## config.mk

```make
export PLATFORM = sky130hd
export DESIGN_NAME = oneshot_timer
export DESIGN_NICKNAME = d
export VERILOG_FILES = /design/src/rtl/ost_pkg.sv /design/src/rtl/ost_insync.sv /design/src/rtl/ost_fsm.sv /design/src/rtl/ost_counter.sv /design/src/rtl/oneshot_timer.sv
export SDC_FILE = /design/constraint.sdc
export NUM_CORES = 1
export LEC_CHECK = 0
export BUFFER_PORTS_ARGS = -buffer_cell sky130_fd_sc_hd__clkbuf_2
export CORE_MARGIN = 2
export CORE_UTILIZATION = 48
export CTS_BUF_LIST = sky130_fd_sc_hd__clkbuf_4
export DETAILED_ROUTE_END_ITERATION = 10
export SLEW_MARGIN = 0
export SYNTH_ARGS = -nofsm -noshare
export SYNTH_HDL_FRONTEND = slang
export SYNTH_SLANG_ARGS = --single-unit
```

## constraint.sdc

```tcl
create_clock -name clk -period 2.51 [get_ports clk]
set_input_delay 0.502 -clock clk [delete_from_list [all_inputs] [get_ports clk]]
set_output_delay 0.502 -clock clk [all_outputs]
set_load 0.01 [all_outputs]
```

## src/rtl/ost_pkg.sv

```systemverilog
package ost_pkg;

  typedef enum logic [1:0] {
    ST_IDLE   = 2'd0,
    ST_SETUP  = 2'd1,
    ST_TIMING = 2'd2,
    ST_STOP   = 2'd3
  } ost_state_e;

  // edge kinds selectable on the synchroniser
  localparam int EDGE_RISE = 0;
  localparam int EDGE_FALL = 1;
  localparam int EDGE_ANY  = 2;

  // edge of a sampled level, by kind
  function automatic logic edge_seen(logic prev, logic cur, int kind);
    case (kind)
      EDGE_RISE: return !prev && cur;
      EDGE_FALL: return prev && !cur;
      default:   return prev != cur;
    endcase
  endfunction

  // output is high in the active part of the period
  function automatic logic period_active(ost_state_e s);
    return (s == ST_SETUP) || (s == ST_TIMING);
  endfunction

endpackage

```

## src/rtl/ost_insync.sv

```systemverilog
module ost_insync
  import ost_pkg::*;
#(
  parameter int   STAGES    = 2,
  parameter logic RST_VAL   = 1'b0,
  parameter int   EDGE_KIND = EDGE_RISE
) (
  input  logic clk,
  input  logic rst_n,
  input  logic async_in,
  output logic level,
  output logic edge_evt
);

  localparam int LAST = STAGES - 1;

  logic [STAGES-1:0] chain_q;
  logic              prev_q;

  genvar g;
  generate
    for (g = 0; g < STAGES; g++) begin : g_stage
      if (g == 0) begin : g_first
        always_ff @(posedge clk) begin
          if (!rst_n) chain_q[0] <= RST_VAL;
          else        chain_q[0] <= async_in;
        end
      end else begin : g_next
        always_ff @(posedge clk) begin
          if (!rst_n) chain_q[g] <= RST_VAL;
          else        chain_q[g] <= chain_q[g-1];
        end
      end
    end
  endgenerate

  always_ff @(posedge clk) begin
    if (!rst_n) prev_q <= RST_VAL;
    else        prev_q <= chain_q[LAST];
  end

  assign level    = chain_q[LAST];
  assign edge_evt = edge_seen(prev_q, chain_q[LAST], EDGE_KIND);

endmodule

```

## src/rtl/ost_fsm.sv

```systemverilog
module ost_fsm
  import ost_pkg::*;
(
  input  logic       clk,
  input  logic       rst_n,
  input  logic       trig_fall,
  input  logic       retrig_mode,
  input  logic       tick,
  input  logic       term_hit,
  output ost_state_e state_q,
  output logic       cnt_clr,
  output logic       cnt_en,
  output logic       active
);

  ost_state_e state_d;

  always_comb begin
    state_d = state_q;
    case (state_q)
      ST_IDLE:   if (trig_fall) state_d = ST_SETUP;
      ST_SETUP:  state_d = ST_TIMING;
      ST_TIMING: begin
        if (trig_fall && retrig_mode) state_d = ST_SETUP;
        else if (term_hit)            state_d = ST_STOP;
      end
      ST_STOP:   state_d = ST_IDLE;
      default:   state_d = ST_IDLE;
    endcase
  end

  always_ff @(posedge clk) begin
    if (!rst_n) state_q <= ST_IDLE;
    else        state_q <= state_d;
  end

  assign cnt_clr = (state_q == ST_SETUP);
  assign cnt_en  = (state_q == ST_TIMING) && tick;
  assign active  = period_active(state_q);

endmodule

```

## src/rtl/ost_counter.sv

```systemverilog
module ost_counter #(
  parameter int          TICK_W     = 16,
  parameter int unsigned TERM_COUNT = 925
) (
  input  logic              clk,
  input  logic              rst_n,
  input  logic              clr,
  input  logic              en,
  output logic [TICK_W-1:0] cnt_q,
  output logic              term_hit
);

  localparam logic [TICK_W-1:0] TERM_W = TICK_W'(TERM_COUNT);

  function automatic logic [TICK_W-1:0] step(logic [TICK_W-1:0] c);
    return c + 1'b1;
  endfunction

  function automatic logic reaches_term(logic [TICK_W-1:0] c);
    return step(c) == TERM_W;
  endfunction

  always_ff @(posedge clk) begin
    if (!rst_n)   cnt_q <= '0;
    else if (clr) cnt_q <= '0;
    else if (en)  cnt_q <= step(cnt_q);
  end

  assign term_hit = en && reaches_term(cnt_q);

endmodule

```

## src/rtl/oneshot_timer.sv

```systemverilog
module oneshot_timer
  import ost_pkg::*;
#(
  parameter int          TICK_W      = 16,
  parameter int unsigned TERM_COUNT  = 925,
  parameter int          SYNC_STAGES = 2
) (
  input  logic clk,
  input  logic rst_n,
  input  logic trig_n,
  input  logic tbase,
  input  logic mode_retrig,
  output logic timer_out
);

  // named internal events, observed by the bound checker
  logic              trig_lvl, trig_fall;
  logic              tb_lvl, tb_rise;
  logic              mode_lvl, mode_evt;
  logic              cnt_clr, cnt_en, term_hit;
  logic [TICK_W-1:0] cnt_q;
  ost_state_e        state_q;

  ost_insync #(.STAGES(SYNC_STAGES), .RST_VAL(1'b1), .EDGE_KIND(EDGE_FALL)) u_trig_sync (
    .clk(clk), .rst_n(rst_n), .async_in(trig_n), .level(trig_lvl), .edge_evt(trig_fall)
  );

  ost_insync #(.STAGES(SYNC_STAGES), .RST_VAL(1'b0), .EDGE_KIND(EDGE_RISE)) u_tb_sync (
    .clk(clk), .rst_n(rst_n), .async_in(tbase), .level(tb_lvl), .edge_evt(tb_rise)
  );

  ost_insync #(.STAGES(SYNC_STAGES), .RST_VAL(1'b0), .EDGE_KIND(EDGE_ANY)) u_mode_sync (
    .clk(clk), .rst_n(rst_n), .async_in(mode_retrig), .level(mode_lvl), .edge_evt(mode_evt)
  );

  ost_fsm u_fsm (
    .clk(clk), .rst_n(rst_n), .trig_fall(trig_fall), .retrig_mode(mode_lvl),
    .tick(tb_rise), .term_hit(term_hit), .state_q(state_q),
    .cnt_clr(cnt_clr), .cnt_en(cnt_en), .active(timer_out)
  );

  ost_counter #(.TICK_W(TICK_W), .TERM_COUNT(TERM_COUNT)) u_cnt (
    .clk(clk), .rst_n(rst_n), .clr(cnt_clr), .en(cnt_en),
    .cnt_q(cnt_q), .term_hit(term_hit)
  );

endmodule

```

* Word-level counts from Yosys, hierarchy flattened
Index checks and enable logic that the tools add are counted.
** Storage, ports and cells
- Flip-flop bits (word level) :: 26
- Bits in latches :: 0
- RAM bits :: 0
- ROM bits :: 0
- Input bits :: 5
- Word-level logic and storage cells :: 33
- Memories :: 0
** Cells by class
- Add/subtract/negate cells :: 1
- $mul :: 0
- Div/mod/pow operators :: 0
- Magnitude comparators :: 0
- Eq/ne operators :: 6
- Shifts and indexed selects :: 0
- Muxes and demuxes :: 4
- Bitwise gates (word level) :: 1
- Reduce and logical (&&, ||, !) cells :: 11
** Operators with widths (number)
- $add 16x1->16 const B :: 1
- $eq 16x10->1 const B :: 1
- $pmux 2 s4 :: 1
- $mux 2 :: 3
- $logic_and 1x1->1 :: 5
- $eq 2x2->1 const B :: 2
- $ne 3x2->1 const B :: 1
- $eq 2x1->1 const B :: 1
- $logic_not 1->1 :: 2
- $logic_not 2->1 :: 1
- $ne 2x1->1 const B :: 1
- $reduce_and 2->1 :: 1
- $reduce_or 2->1 :: 1
- $logic_or 1x1->1 :: 1
- $not 1->1 :: 1

* Depth between registers and ports, before layout
- Word-level depth :: 7
- Gate-level depth with buffers :: 8
- Gate-level depth less buffers :: 8

* Modules after synthesis
From an unflattened synthesis, not the netlist that was laid out.
** Second synthesis, totals
- Cell total of the unflattened synthesis :: 152
- Area total of the unflattened synthesis :: 1417.6 um^2
** Modules (own cells, without submodules)
- ost_counter :: instances 1, cells an instance 111, area an instance 977.2 um^2, seq. area each 320.3 um^2
- ost_fsm :: instances 1, cells an instance 20, area an instance 173.9 um^2, seq. area each 40.0 um^2
- ost_insync (u_tb_sync) :: instances 1, cells an instance 7, area an instance 92.6 um^2, seq. area each 60.1 um^2
- ost_insync (u_mode_sync) :: instances 1, cells an instance 7, area an instance 88.8 um^2, seq. area each 60.1 um^2
- ost_insync (u_trig_sync) :: instances 1, cells an instance 7, area an instance 85.1 um^2, seq. area each 60.1 um^2

* Worst setup path before layout
OpenSTA, ideal clock, no wires.
- Path type :: flip-flop to flip-flop
- Start :: reg u_cnt.cnt_q[0]
- End :: reg u_fsm.state_q[0]
- Library setup time :: 0.060 ns
- Arrival time :: 1.807 ns
- Required time :: 2.450 ns
- Setup slack :: 0.643 ns
- Cell stages (with the launch flop) :: 8
- Buffers on the path :: 0
- Period minus slack after synthesis :: 1.867 ns
- Cell sequence :: dfxtp_1 -> ha_1 -> nand3_2 -> nor2_2 -> nand4_1 -> a2111o_1 -> nor3_2 -> o311a_1
** Between the ends
- Longest elaborated chain between the ends :: 5
** RTL lines
- start: declaration :: RTL line ost_counter.sv:9 : output logic [TICK_W-1:0] cnt_q,
- start signal: assignment :: RTL line ost_counter.sv:26 : else if (en) cnt_q <= step(cnt_q);
- $add 16x1->16 :: RTL line ost_counter.sv:16 : return c + 1'b1;
- $eq 16x10->1 :: RTL line ost_counter.sv:20 : return step(c) == TERM_W;
- $logic_and 1x1->1 :: RTL line ost_counter.sv:29 : assign term_hit = en && reaches_term(cnt_q);
- $ne 3x2->1 (no line)
- $reduce_and 2->1 (no line)
- end signal: assignment :: RTL line ost_fsm.sv:34 : else state_q <= state_d;
- end: declaration :: RTL line ost_fsm.sv:10 : output ost_state_e state_q,
Every way passes these cells.
A chain may end at the register's enable or synchronous reset.

* Worst setup path in the final report
- Start :: reg u_cnt.cnt_q[1]
- End :: reg u_fsm.state_q[0]
Same word-level chain as after synthesis.

==> reports/metrics.cfg <==
[placed_design]
place.gp.congestion = 0.8144
place_inst = 180
port_buffers = 5
dp_slack_ns = 0.4791
hpwl_mm = 1.649

[die]
start_util_pct = 49.68
die_y_um = 56.96
ios = 6
fp.dieW_um = 56.96
core-area_um2 = 2710
dieArea_um2 = 3244
num_rows = 19

[clocking]
numCtsBuffers = 3
cts.path.max_buffers = 2
cts.htree.levels = 1
cts_tree = built
cts_resized = 0
postCtsHoldBufs = 0
cts.sink_count = 26
cts-root-buf = clkbuf_4
post-cts-setup-buffer-count = 0
clock_latency_ns = 0.32
cts.reportedPaths.clkPinSlew_ns = 0.14

[worst_setup_path]
path_class = reg -> reg
endpoint_kind = register
max_stage_delay_ns = 0.45
cpMaxStageDelayCell = dfxtp_1
cp_data_required_time_ns = 2.78
critical_path_buf_inv_count = 0
critPathTopFamily = simple AND/OR/NAND/NOR gates
worstPathCellList = ha_1 > nand3_2 > nor2_2 > nand4_1 > a2111o_1 > nor3_2 > o311a_1
setup.worst_path.start_class = register
worst-path-max-fanout = 6
worstPathArrival_ns = 2.34

[sta]
fin_tns_setup_ns = 0
drv_slew = 0
grt_setup_unrepaired = false
worst_pin_slew_ns = 0.6417
fin_hold_ws_ns = 0.3545
finalCriticalPeriod_ns = 2.072
setup_ws_ns = 0.4383
hold_viol_final = 0
fin_skew_ns = 0.002386
max-slew-margin-rel_pct = 57.22
clock.fmax_mhz = 482.7
setup_viol = 0
fin_crit_sh_pct = 82.54

[routing]
drt-total-wl_mm = 2.246
first_pass_iters = 4
drt.antenna.violating_nets = 0
drtIter0Drc = 23
drc = 0
avgViaCountPerCell = 5.402
vias = 994
wl_per_cell_um = 12.21

[synth]
yosys_warnings = 0
synth_edf_count = 0
ys_ff_latch = 26
synth_most_common_cell = dfxtp_1
async_flop_share_pct = 0
synth_nets = 163
syn_area_um2 = 1346
synth_top_area_share_pct = 38.66
avgSynthCellArea_um2 = 8.857
synthTopCellsByCount = 26 x dfxtp_1, 18 x nor2_1, 10 x xnor2_1
ys_top_cells_by_area = dfxtp_1 39%, xnor2_1 6.5%, xor2_1 5.9%, ha_1 5.6%, nor2_1 5.0%
syn_inst = 152
synth_flop_cell = dfxtp_1
ys_types = 37
ys_seq_area_share_pct = 38.66
yosysTopAreaCell = dfxtp_1

[power_and_ir_drop]
p_leak_nw = 0.4772
ir_worst_vdd_mv = 0.4248
power_density_nw_per_um2 = 525.8

[global_route]
grt_first_pass_wirelength_mm = 3.995
grt_pass1_vias = 940
grt_start_max_net_pins = 17
grt_use_total_pct = 15.44
grt-ovfl-total = 0
antenna_found_initial = 0

[min_path]
hp-class = in -> reg

[final_layout]
final_nets = 165
diodes = 0
drive_gt1_share_pct = 9.804
fin_util_pct = 51.80
syn2layout_area_growth_pct = 4.275
final_cells = 184

[job]
maxCapViolations = 0

[run_status]
status = finished clean

[worst paths after layout]
check	cells past startpoint	start	slack, ns	to
setup / recovery	7	u_cnt.cnt_q[1]	0.44	u_fsm.state_q[0]
hold / removal	2	trig_n	0.35	u_trig_sync.chain_q[0]
setup reg to reg	7	u_cnt.cnt_q[1]	0.44	u_fsm.state_q[0]
hold reg to reg	1	u_trig_sync.level	0.45	u_trig_sync.prev_q
[placed cells by master, fill, tap and decap left out, drive strengths merged, types with 2 or more instances in the layout]
cell / n
nand3b: 2
a31oi: 2
xnor2: 10
nand3: 11
nor4: 2
nand2: 9
nor2: 19
xor2: 9
and2: 6
nand4: 4
a21oi: 7
clkbuf: 8
dfxtp: 26
nand2b: 5
inv: 5
ha: 6
nor3: 6
o311a: 2
a211o: 2
[worst reg2reg max path, stage by stage (launching register included)]
cell and delay, ns:
dfxtp_1 0.45, ha_1 0.29, nand3_2 0.13, nor2_2 0.22
nand4_1 0.12, a2111o_1 0.43, nor3_2 0.22, o311a_1 0.19
[where the power goes]
group | switching (mW) | total, mW | internal, mW
clock | 0.124 | 0.182 | 0.0582
sequential | 0.0126 | 0.441 | 0.428
combinational | 0.0687 | 0.115 | 0.0466
total | 0.205 | 0.738 | 0.533
[sequential cells by signal, indices dropped and copies added (netlist names)]
register	cells
u_trig_sync.chain_q	1
u_tb_sync.level	1
u_cnt.cnt_q	16
u_tb_sync.chain_q	1
u_tb_sync.prev_q	1
u_trig_sync.level	1
u_mode_sync.chain_q	1
u_mode_sync.level	1
u_trig_sync.prev_q	1
u_fsm.state_q	2
[cell families after synthesis]
logic type                 share of synthesized area, %
AOI/OAI and AO/OA                                 9.201
xor gates and xnor gates                          12.36
adders and majority gates                         5.576
buffers and inverters                             3.810
DFF                                               38.66
and+or+nand+nor                                   30.39
[stage by stage]
| stage | area [um^2] | total power [mW] |
|---|---|---|
| after floorplan | 1346 | 0.5410 |
| after global placement | 1378 | 0.5640 |
| after detailed placement | 1378 | 0.5657 |
| after CTS | 1404 | 0.7471 |
| after global routing | 1404 | 0.7842 |
| final | 1404 | 0.7381 |
[area by class of cell]
cell class / instances / area (um^2)
fillers: 269 / 1306
multi-input cells: 113 / 774.5
flip-flops and latches: 26 / 520.5
well taps: 31 / 38.79
repair buffers: 5 / 25.02
clock buffers: 3 / 22.52
inverters: 5 / 18.77
clock inverters: 1 / 3.754
[routing by layer]
| layer | vias to the layer above | GRT usage [%] | routed length, um |
|---|---|---|---|
| met5 | - | 0 | 0 |
| met4 | 0 | 5.980 | 12 |
| met3 | 2 | 2.041 | 42 |
| met2 | 8 | 27.59 | 1092 |
| met1 | 463 | 18.77 | 1099 |
| li1 | 521 | - | - |
(Power assumes the default switching activity.)
